[src/rtl/spec_line_pkg.sv]
package spec_line_pkg;

    typedef enum logic [2:0] {
        ACC_LOAD     = 3'd0,
        ACC_STORE    = 3'd1,
        ACC_MON_RD   = 3'd2,
        ACC_MON_WR   = 3'd3,
        ACC_RELEASE  = 3'd4,
        ACC_PLAIN_ST = 3'd5
    } acc_kind_e;

    typedef enum logic [1:0] {
        PRB_READ   = 2'd0,
        PRB_WRITE  = 2'd1,
        PRB_PREF   = 2'd2,
        PRB_PREF_W = 2'd3
    } prb_kind_e;

    typedef enum logic [1:0] {
        WHY_NONE     = 2'd0,
        WHY_SOFTWARE = 2'd1,
        WHY_CONFLICT = 2'd2,
        WHY_CAPACITY = 2'd3
    } abort_why_e;

    typedef enum logic [1:0] {
        ST_TRACK  = 2'd0,
        ST_UNWIND = 2'd1,
        ST_FINISH = 2'd2
    } trk_state_e;

endpackage

[src/rtl/spec_line_match.sv]
module spec_line_match #(
    parameter int N  = 8,
    parameter int AW = 26
) (
    input  logic [N-1:0]         live,
    input  logic [N-1:0][AW-1:0] tags,
    input  logic [AW-1:0]        query,
    output logic [N-1:0]         hits
);
    for (genvar g = 0; g < N; g++) begin : g_cmp
        assign hits[g] = live[g] && (tags[g] == query);
    end
endmodule

[src/rtl/spec_line_pick.sv]
module spec_line_pick #(
    parameter int N  = 8,
    localparam int IW = (N > 1) ? $clog2(N) : 1
) (
    input  logic [N-1:0]  req,
    output logic          found,
    output logic [IW-1:0] idx
);
    always_comb begin
        found = 1'b0;
        idx   = '0;
        for (int i = N - 1; i >= 0; i--) begin
            if (req[i]) begin
                found = 1'b1;
                idx   = IW'(i);
            end
        end
    end
endmodule

[src/rtl/spec_line_tracker.sv]
module spec_line_tracker
    import spec_line_pkg::*;
#(
    parameter int ENTRIES = 8,
    parameter int ADDR_W  = 26,
    parameter int DATA_W  = 64
) (
    input  logic              clk,
    input  logic              rst_n,
    input  logic              acc_valid,
    input  logic [2:0]        acc_kind,
    input  logic [ADDR_W-1:0] acc_addr,
    input  logic [DATA_W-1:0] acc_old_data,
    input  logic              cmd_commit,
    input  logic              cmd_abort,
    input  logic              prb_valid,
    input  logic [1:0]        prb_kind,
    input  logic [ADDR_W-1:0] prb_addr,
    output logic              busy,
    output logic              region_abort,
    output logic [1:0]        abort_why,
    output logic              plain_clash,
    output logic              wb_valid,
    output logic [ADDR_W-1:0] wb_addr,
    output logic [DATA_W-1:0] wb_data,
    output logic              rollback_done
);
    localparam int IW = (ENTRIES > 1) ? $clog2(ENTRIES) : 1;

    trk_state_e state_q, state_d;

    logic [ENTRIES-1:0]             live_q, rd_q, wr_q, undo_q;
    logic [ENTRIES-1:0][ADDR_W-1:0] tag_q;
    logic [ENTRIES-1:0][DATA_W-1:0] data_q;
    logic                           abort_q, clash_q;
    abort_why_e                     why_q;

    logic [ENTRIES-1:0] acc_hits, prb_hits;
    logic               acc_hit, free_found, undo_found;
    logic [IW-1:0]      hit_idx, free_idx, undo_idx, slot;
    logic [ENTRIES-1:0] undo_left;

    acc_kind_e acc_k;
    prb_kind_e prb_k;
    logic      tracking, is_track_acc, prb_wants_w, conflict, cap_fail, abort_now;
    abort_why_e why_now;

    assign acc_k = acc_kind_e'(acc_kind);
    assign prb_k = prb_kind_e'(prb_kind);

    spec_line_match #(.N(ENTRIES), .AW(ADDR_W)) i_acc_match (
        .live(live_q), .tags(tag_q), .query(acc_addr), .hits(acc_hits));
    spec_line_match #(.N(ENTRIES), .AW(ADDR_W)) i_prb_match (
        .live(live_q), .tags(tag_q), .query(prb_addr), .hits(prb_hits));

    spec_line_pick #(.N(ENTRIES)) i_hit_pick  (.req(acc_hits), .found(acc_hit),    .idx(hit_idx));
    spec_line_pick #(.N(ENTRIES)) i_free_pick (.req(~live_q),  .found(free_found), .idx(free_idx));
    spec_line_pick #(.N(ENTRIES)) i_undo_pick (.req(undo_q),   .found(undo_found), .idx(undo_idx));

    // Decision logic for the TRACK state.
    assign slot         = acc_hit ? hit_idx : free_idx;
    assign tracking     = (state_q == ST_TRACK);
    assign is_track_acc = acc_valid && (acc_k == ACC_LOAD || acc_k == ACC_STORE ||
                                        acc_k == ACC_MON_RD || acc_k == ACC_MON_WR);
    assign prb_wants_w  = (prb_k == PRB_WRITE) || (prb_k == PRB_PREF_W);
    assign conflict     = prb_valid && |(prb_hits & (wr_q | (rd_q & {ENTRIES{prb_wants_w}})));
    assign cap_fail     = is_track_acc && !acc_hit && !free_found;
    assign abort_now    = tracking && (conflict || cap_fail || cmd_abort);
    assign why_now      = conflict ? WHY_CONFLICT : (cap_fail ? WHY_CAPACITY : WHY_SOFTWARE);
    assign undo_left    = undo_q & ~(ENTRIES'(1) << undo_idx);

    // State register.
    always_ff @(posedge clk) begin
        if (!rst_n) state_q <= ST_TRACK;
        else        state_q <= state_d;
    end

    // Next state.
    always_comb begin
        state_d = state_q;
        unique case (state_q)
            ST_TRACK:  if (abort_now) state_d = ST_UNWIND;
            ST_UNWIND: if (!undo_found || undo_left == '0) state_d = ST_FINISH;
            ST_FINISH: state_d = ST_TRACK;
            default:   state_d = ST_TRACK;
        endcase
    end

    // Entry storage and registered flags.
    always_ff @(posedge clk) begin
        if (!rst_n) begin
            live_q  <= '0;
            rd_q    <= '0;
            wr_q    <= '0;
            undo_q  <= '0;
            tag_q   <= '0;
            data_q  <= '0;
            abort_q <= 1'b0;
            clash_q <= 1'b0;
            why_q   <= WHY_NONE;
        end else begin
            abort_q <= abort_now;
            clash_q <= tracking && acc_valid && (acc_k == ACC_PLAIN_ST) && acc_hit;
            if (abort_now) why_q <= why_now;
            unique case (state_q)
                ST_TRACK: begin
                    if (abort_now) begin
                        // Keep the entries for the rollback walk.
                    end else if (cmd_commit) begin
                        live_q <= '0;
                        rd_q   <= '0;
                        wr_q   <= '0;
                        undo_q <= '0;
                    end else if (is_track_acc) begin
                        if (!acc_hit) begin
                            live_q[slot] <= 1'b1;
                            tag_q[slot]  <= acc_addr;
                            rd_q[slot]   <= 1'b0;
                            wr_q[slot]   <= 1'b0;
                            undo_q[slot] <= 1'b0;
                        end
                        if (acc_k == ACC_LOAD || acc_k == ACC_MON_RD) begin
                            rd_q[slot] <= 1'b1;
                        end else begin
                            wr_q[slot] <= 1'b1;
                        end
                        if (acc_k == ACC_STORE && !(acc_hit && undo_q[slot])) begin
                            undo_q[slot] <= 1'b1;
                            data_q[slot] <= acc_old_data;
                        end
                    end else if (acc_valid && acc_k == ACC_RELEASE && acc_hit && !undo_q[hit_idx]) begin
                        live_q[hit_idx] <= 1'b0;
                        rd_q[hit_idx]   <= 1'b0;
                        wr_q[hit_idx]   <= 1'b0;
                    end
                end
                ST_UNWIND: begin
                    if (undo_found) undo_q[undo_idx] <= 1'b0;
                    if (!undo_found || undo_left == '0) begin
                        live_q <= '0;
                        rd_q   <= '0;
                        wr_q   <= '0;
                        undo_q <= '0;
                    end
                end
                ST_FINISH: begin
                end
                default: begin
                end
            endcase
        end
    end

    // Outputs.
    always_comb begin
        busy          = (state_q != ST_TRACK);
        region_abort  = abort_q;
        abort_why     = why_q;
        plain_clash   = clash_q;
        wb_valid      = (state_q == ST_UNWIND) && undo_found;
        wb_addr       = tag_q[undo_idx];
        wb_data       = data_q[undo_idx];
        rollback_done = (state_q == ST_FINISH);
    end

endmodule

[config.mk]
export PLATFORM = sky130hd
export DESIGN_NAME = spec_line_tracker
export DESIGN_NICKNAME = d
export VERILOG_FILES = /design/src/rtl/spec_line_pkg.sv /design/src/rtl/spec_line_match.sv /design/src/rtl/spec_line_pick.sv /design/src/rtl/spec_line_tracker.sv
export SDC_FILE = /design/constraint.sdc
export NUM_CORES = 2
export LEC_CHECK = 0
export ABC_AREA = 1
export BUFFER_PORTS_ARGS = -buffer_cell sky130_fd_sc_hd__buf_2
export CAP_MARGIN = 10
export CORE_MARGIN = 3
export CORE_UTILIZATION = 45
export DETAILED_ROUTE_END_ITERATION = 16
export PLACE_DENSITY = 0.63
export SETUP_SLACK_MARGIN = 0.05
export SKIP_CTS_REPAIR_TIMING = 1
export SYNTH_ARGS = -nofsm -noshare
export SYNTH_HDL_FRONTEND = slang
export SYNTH_HIERARCHICAL = 1
export SYNTH_SLANG_ARGS = --single-unit
export TNS_END_PERCENT = 10
[constraint.sdc]
create_clock -name clk -period 5.5 [get_ports clk]
set_clock_uncertainty 0.05 [all_clocks]
set_input_delay 0.275 -clock clk [delete_from_list [all_inputs] [get_ports clk]]
set_output_delay 0.275 -clock clk [all_outputs]
set_load 0.01 [all_outputs]
Yosys cells after proc, flatten, opt, wreduce, memory -nomap -nowiden
Index checks and enable logic that the tools add are counted.
- shift operators: 1
- bitwise logic cells: 23
- mux-type cells: 118
- magnitude comparators: 6
- reduce and logical (&&, ||, !) cells: 58
- eq/ne operators: 32
- operators with widths (cell ; number):
    $bwmux W512 ; 1
    $eq A26 B26 Y1 ; 16
    $mux W8 ; 40
    $bwmux W208 ; 1
    $bmux W64 S3 ; 1
    $demux W64 S3 ; 1
    $mux W64 ; 2
    $and A8 B8 Y8 ; 10
    $bmux W26 S3 ; 1
    $demux W26 S3 ; 1
    $mux W3 ; 25
    $pmux W8 S2 ; 4
    $mux W26 ; 2
    $not A8 Y8 ; 5
    $or A8 B8 Y8 ; 5
    $logic_and A1 B1 Y1 ; 33
    $mux W1 ; 29
    $reduce_and A5 Y1 ; 3
    $lt A3 B4 Y1 const B ; 3
    $demux W1 S3 ; 3
    $ge A3 B1 Y1 const B ; 3
    $logic_not A8 Y1 ; 1
    $logic_or A1 B1 Y1 ; 8
    $mux W2 ; 4
    22 further kinds ; 36
- bits in registers: 758
- bits of input ports: 127
- word-level logic and storage cells: 262

Depth between registers and ports, before layout
- word-level depth: 29
- gate-level depth with buffers: 31

Hierarchy
The synthesis kept the hierarchy.
- modules (own cells, without submodules) (module ; instances ; sequential area each (um^2) ; cells each ; area an instance (um^2)):
    spec_line_tracker ; 1 ; 15174.6 ; 5472 ; 38899.8
    spec_line_match ; 2 ; 0.0 ; 972 ; 3973.8
    spec_line_pick ; 3 ; 0.0 ; 22 ; 98.8

Worst setup path before layout
OpenSTA, ideal clock, no wires.
- kind: input to register
- start point: input acc_addr[2]
- end point: register data_q[28] (netlist name)
- arrival time: 3009 ps
- slack: 2324 ps
- stages on the path: 28
- setup time: 118 ps
- cell sequence: buf_4 -> inv_1 -> nand2_1 -> nand2_1 -> nand2_1 -> nor2_1 -> nand3_1 -> nor2_1 -> inv_1 -> nand2_1 -> nand2_1 -> nand2_1 -> nand2_1 -> a21oi_1 -> inv_2 -> nand2_1 -> nand2_2 -> buf_6 -> nand3_1 -> nand2_1 -> nor2_2 -> nand2_8 -> nand3_4 -> buf_6 -> buf_4 -> o21bai_2 -> nand2_1 -> nor2_1
- elaborated cells between the ends (all ways): 52
- classes of those cells: order compare: 2; eq/ne: 8; mux: 22; bitwise: 1; reduce/logical: 19
- RTL lines (what ; RTL line ; source):
    start, declared ; spec_line_tracker.sv:12 ; input logic [ADDR_W-1:0] acc_addr,
    $eq A26 B26 Y1 (*) ; spec_line_match.sv:11 ; assign hits[g] = live[g] && (tags[g] == query);
    $logic_and A1 B1 Y1 (*) ; spec_line_match.sv:11 ;
    named net acc_hits[5] ; spec_line_tracker.sv:38 ; logic [ENTRIES-1:0] acc_hits, prb_hits;
    $mux W3 (*) (6 in a row) ; spec_line_pick.sv:13 ; if (req[i]) begin
    named net hit_idx[0] ; spec_line_tracker.sv:40 ; logic [IW-1:0] hit_idx, free_idx, undo_idx, slot;
    $mux W3 (*) ; spec_line_tracker.sv:61 ; assign slot = acc_hit ? hit_idx : free_idx;
    parallel branches: the longest is 6 deep, another holds $lt A3 B4 Y1 ; - ;
    end signal, assigned by index ; spec_line_tracker.sv:129 ; data_q[slot] <= acc_old_data;
    end, declared ; spec_line_tracker.sv:34 ; logic [ENTRIES-1:0][DATA_W-1:0] data_q;
Mark *: on every way through the listed nets, which the timed path passes. The select of a mux whose other input is x is not followed.
A chain may end at the register's enable or synchronous reset.

Worst setup path in the final report
- start point: register tag_q[185] (netlist name)
- end point: register data_q[433] (netlist name)
- elaborated cells between the ends (all ways): 43
- classes of those cells: order compare: 2; eq/ne: 2; mux: 22; bitwise: 2; reduce/logical: 15
- RTL lines (what ; RTL line ; source):
    start, declared ; spec_line_tracker.sv:33 ; logic [ENTRIES-1:0][ADDR_W-1:0] tag_q;
    start signal, assigned by index ; spec_line_tracker.sv:117 ; tag_q[slot] <= acc_addr;
    $eq A26 B26 Y1 (*) ; spec_line_match.sv:11 ;
    $logic_and A1 B1 Y1 (*) ; spec_line_match.sv:11 ;
    named net acc_hits[7] ; spec_line_tracker.sv:38 ;
    $mux W3 (*) (8 in a row) ; spec_line_pick.sv:13 ;
    named net hit_idx[1] ; spec_line_tracker.sv:40 ;
    $mux W3 (*) ; spec_line_tracker.sv:61 ;
    parallel branches: the longest is 6 deep, another holds $lt A3 B4 Y1 ; - ;
Marks and branches as above.

==> tab_implementation.tex <==
\begin{tabular}{lr}
\hline
Metric & Value \\
\hline
\multicolumn{2}{l}{\textbf{Yosys}} \\
\quad Sequential share of the synthesized area & 32.2\% \\
\quad Number of enable flip-flop cells after synthesis & 0 \\
\quad Main combinational cell family by area after synthesis & simple AND/OR/NAND/NOR gates \\
\quad Synthesized netlist net count & 7609 \\
\quad Most frequent cells after synthesis & 2342 x sky130\_fd\_sc\_hd\_\_nand2\_1, 1306 x sky130\_fd\_sc\_hd\_\_nor2\_1, 758 x sky130\_fd\_sc\_hd\_\_dfxtp\_1 \\
\quad Compound-cell area share of the yosys netlist & 15.6\% \\
\quad Adder and majority cell fraction of the synthesized area & 0\% \\
\quad Total of warnings raised by yosys & 6 \\
\quad Ranking of synthesized cells by area & sky130\_fd\_sc\_hd\_\_dfxtp\_1 32\%, sky130\_fd\_sc\_hd\_\_nand2\_1 19\%, sky130\_fd\_sc\_hd\_\_nor2\_1 10\% \\
\quad Ys flop type & sky130\_fd\_sc\_hd\_\_dfxtp\_1 \\
\quad Library cell with the largest summed area after synthesis & sky130\_fd\_sc\_hd\_\_dfxtp\_1 \\
\quad Register bit total from synthesis & 758 \\
\quad Post-synthesis instance area & 47100 µm² \\
\quad Most repeated cell in the gate-level netlist after synthesis & sky130\_fd\_sc\_hd\_\_nand2\_1 \\
\quad Fraction of registers with async set/reset & 0\% \\
\quad Multiplexer fraction of the synthesized cell area & 0\% \\
\quad Yosys cell types & 36 \\
\quad Area fraction of the dominant cell type after synthesis & 32.2\% \\
\quad XOR/XNOR Fraction of Synth Area & 1.37\% \\
\quad Post-synthesis cell count & 7482 \\
\quad Post-synthesis simple-gate area fraction & 39.7\% \\
\quad Synthesized area per cell & 6.30 µm² \\
\multicolumn{2}{l}{\textbf{STA}} \\
\quad Setup WS post-layout & 618 ps \\
\quad Number of hold violations in the final report & 2 \\
\quad Final count of pins violating max slew & 0 \\
\quad Max-Slew Margin vs Limit & 31.9\% \\
\quad Smallest hold slack & -18.4 ps \\
\quad Transition time at the pin with the least slew margin & 1020 ps \\
\quad Achievable frequency & 0.205 GHz \\
\quad Final worst path period need & 4880 ps \\
\quad Final setup vio count & 0 \\
\quad TNS Setup & 0 ps \\
\quad Share of the cycle needed by the critical path after routing & 88.8\% \\
\quad RSZ-0062 raised after global routing & no \\
\multicolumn{2}{l}{\textbf{Clock network}} \\
\quad Buffer type at the clock tree root & sky130\_fd\_sc\_hd\_\_clkbuf\_16 \\
\quad Clock slew seen by the registers of the worst setup and hold paths & 60 ps \\
\quad Clock tree from TritonCTS & done \\
\quad Maximum root-to-sink buffer count & 3 \\
\quad Number of H-tree levels & 3 \\
\quad Total number of clock tree sinks & 758 \\
\quad Total CTS buffers & 89 \\
\quad Clock insertion delay at the later pin of the skew report & 690 ps \\
\multicolumn{2}{l}{\textbf{Layout}} \\
\quad Nets & 7514 \\
\quad Synthesis-to-finish area growth & 10.0\% \\
\quad Ratio of cells with drive above 1 in the final layout & 9.70\% \\
\quad Core Util, Final & 50.0\% \\
\quad Fill cell instance count of the final layout & 10700 \\
\quad Final non-filler cell total & 8850 \\
\quad Final non-filler cell area & 51900 µm² \\
\multicolumn{2}{l}{\textbf{Global route}} \\
\quad Initial antenna violation count & 14 \\
\quad Total gr overflow & 0 \\
\quad Number of global-route vias before repair & 42700 \\
\quad Global-route wire length before repair & 265000 µm \\
\quad Largest net degree at the start of global routing & 188 \\
\quad Total Routing Usage GR & 31.4\% \\
\multicolumn{2}{l}{\textbf{Critical path}} \\
\quad WS Path Type & reg -> reg \\
\quad Critical Path Fanout Max & 42 \\
\quad Crit start category & flop \\
\quad CP peak stage delay & 610 ps \\
\quad Standard cell with the maximum stage delay on the critical path & sky130\_fd\_sc\_hd\_\_a31oi\_1 \\
\quad CP top delay family & simple AND/OR/NAND/NOR gates \\
\quad Buffering stage count on the worst path with inverters included & 3 \\
\quad Category of the worst setup path capture point & flop \\
\quad Most numerous cell on the critical path & sky130\_fd\_sc\_hd\_\_nand2\_1 \\
\quad CP required & 6060 ps \\
\quad Cell chain of the critical path & inv\_1, nand2\_1, nand2\_1, nor2\_1, nand2\_1, nor2\_1, nand2\_1, nor2\_2, or2\_1, nand3\_1, a31oi\_1, inv\_2, nand2\_1, nand2\_2, nor2\_4, nand2\_2, nor2\_2, nor2\_2, nand2\_8, nand3\_4, buf\_12, o21bai\_1, nand2\_1, nor2\_1 \\
\quad CP Data Arrival Time & 5440 ps \\
\multicolumn{2}{l}{\textbf{Detailed routing}} \\
\quad Via count & 48400 \\
\quad DRT antenna net count & 0 \\
\quad Detailed-route DRC error count & 0 \\
\quad DRC violation total after the first TritonRoute iteration & 5351 \\
\quad Per-cell via count in the routed design & 5.46 \\
\quad Final wirelength & 177000 µm \\
\quad Mean routed wirelength per cell & 20.0 µm \\
\quad Total iterations of the first detailed-routing run & 6 \\
\multicolumn{2}{l}{\textbf{Floorplanning}} \\
\quad Count of standard-cell rows & 118 \\
\quad Initial core utilization & 45.4\% \\
\quad Die span in x & 330 µm \\
\quad Die ar. & 109000 µm² \\
\quad \# IOs & 224 \\
\quad Die Span Y & 330 µm \\
\quad Area of the placeable core & 104000 µm² \\
\multicolumn{2}{l}{\textbf{Power and ir drop}} \\
\quad Maximum resistive drop on vdd & 0.000448 V \\
\quad Leakage power summed over all cells & 21.5 nW \\
\quad Total power & 17.2 mW \\
\quad P per Cell Area & 331 nW/µm² \\
\multicolumn{2}{l}{\textbf{Hold path}} \\
\quad Hold/Removal Path Class & in -> reg \\
\multicolumn{2}{l}{\textbf{Place}} \\
\quad Placer congestion estimate & 1.01 \\
\quad Placed instance area & 48300 µm² \\
\quad DP Wirelength & 114000 µm \\
\quad Cell total after placement & 8610 \\
\quad Number of buffer cells added on primary ports & 222 \\
\quad Pre-CTS setup slack & 592 ps \\
\multicolumn{2}{l}{\textbf{Run status}} \\
\quad Violations in the final reports & negative hold slack \\
\quad Result of the run & finished, violations left \\
\multicolumn{2}{l}{\textbf{Run}} \\
\quad Maximum capacitance violations & 0 \\
\hline
\end{tabular}
[layout by cell type, fill, tap and decap left out, types with 10 or more instances in the layout]
master and instances:
sky130_fd_sc_hd__a211oi_1 44, sky130_fd_sc_hd__a21boi_0 10, sky130_fd_sc_hd__a21oi_1 27, sky130_fd_sc_hd__a22oi_1 182, sky130_fd_sc_hd__a31oi_1 93, sky130_fd_sc_hd__buf_12 42, sky130_fd_sc_hd__buf_2 221, sky130_fd_sc_hd__buf_4 83
sky130_fd_sc_hd__clkbuf_1 26, sky130_fd_sc_hd__clkbuf_16 91, sky130_fd_sc_hd__clkbuf_8 19, sky130_fd_sc_hd__clkinv_2 12, sky130_fd_sc_hd__dfxtp_1 758, sky130_fd_sc_hd__diode_2 14, sky130_fd_sc_hd__dlygate4sd3_1 66, sky130_fd_sc_hd__inv_1 506
sky130_fd_sc_hd__inv_2 16, sky130_fd_sc_hd__nand2_1 2342, sky130_fd_sc_hd__nand3_1 318, sky130_fd_sc_hd__nand4_1 52, sky130_fd_sc_hd__nor2_1 1301, sky130_fd_sc_hd__nor2_2 19, sky130_fd_sc_hd__nor3_1 515, sky130_fd_sc_hd__o211ai_1 21
sky130_fd_sc_hd__o21ai_0 51, sky130_fd_sc_hd__o21bai_1 344, sky130_fd_sc_hd__o21bai_2 168, sky130_fd_sc_hd__xnor2_1 58, sky130_fd_sc_hd__xor2_1 16
[final cells by class]
type	instances	area, µm²	area share, %
Multi-Input combinational cell	5599	26800	51.7
Sequential cell	758	15200	29.3
Timing Repair Buffer	413	3250	6.26
Clock buffer	136	2640	5.08
Inverter	526	2000	3.86
Tap cell	1380	1730	3.33
Clock inverter	24	253	0.487
Antenna cell	14	35.0	0.0675
[state kept, by name, indices dropped and copies added, names as in the netlist]
name and cells:
data_q 512, undo_q 8, state_q 2, live_q 8, tag_q 208, plain_clash 1, abort_why 2, wr_q 8
rd_q 8, region_abort 1
[power by group]
group / switching [mW] / total, mW / internal [mW]
Clock: 2.51 / 5.87 / 3.36
Combinational: 4.26 / 5.55 / 1.29
Sequential: 0.157 / 5.76 / 5.60
Total: 6.92 / 17.2 / 10.3
[metal layers]
metal	up-vias	part of all wire (%)	global-route usage, %
met5	-	0.028	0
met1	22400	43	42.4
met2	1980	44	49.1
met4	8	4.4	13.6
met3	377	8.5	5.69
li1	23600	-	-
[worst register-to-register path, cell delays in order (launching register included)]
cell,delay [ps]
sky130_fd_sc_hd__dfxtp_1,560
sky130_fd_sc_hd__inv_1,80
sky130_fd_sc_hd__nand2_1,60
sky130_fd_sc_hd__nand2_1,110
sky130_fd_sc_hd__nor2_1,220
sky130_fd_sc_hd__nand2_1,150
sky130_fd_sc_hd__nor2_1,200
sky130_fd_sc_hd__nand2_1,170
sky130_fd_sc_hd__nor2_2,140
sky130_fd_sc_hd__or2_1,150
sky130_fd_sc_hd__nand3_1,90
sky130_fd_sc_hd__a31oi_1,610
sky130_fd_sc_hd__inv_2,170
sky130_fd_sc_hd__nand2_1,130
sky130_fd_sc_hd__nand2_2,100
sky130_fd_sc_hd__nor2_4,100
sky130_fd_sc_hd__nand2_2,150
sky130_fd_sc_hd__nor2_2,140
sky130_fd_sc_hd__nor2_2,80
sky130_fd_sc_hd__nand2_8,150
sky130_fd_sc_hd__nand3_4,420
sky130_fd_sc_hd__buf_12,380
sky130_fd_sc_hd__o21bai_1,220
sky130_fd_sc_hd__nand2_1,60
sky130_fd_sc_hd__nor2_1,110
[final timing paths]
kind | startpoint | slack (ps) | depth (start not counted) | to
min reg2reg | state_q[0]$_SDFFE_PN0P_ | 460 | 2 | state_q[1]$_SDFFE_PN0P_
max reg2reg | tag_q[185]$_SDFFE_PN0P_ | 620 | 24 | data_q[433]$_SDFFE_PN0P_
min | cmd_abort | -20 | 6 | abort_why[1]$_SDFFE_PN0P_
max | tag_q[185]$_SDFFE_PN0P_ | 620 | 24 | data_q[433]$_SDFFE_PN0P_
[cells by family (layout without fill, tap and decap cells)]
group / after synthesis / in the layout
AOI/OAI and AO/OA: 940 / 940
and+or+nand+nor: 4585 / 4585
DFF: 758 / 758
xor gates and xnor gates: 74 / 74
other: 0 / 14
buffers and inverters: 1125 / 1099
Power figures use the tool's default switching activity.
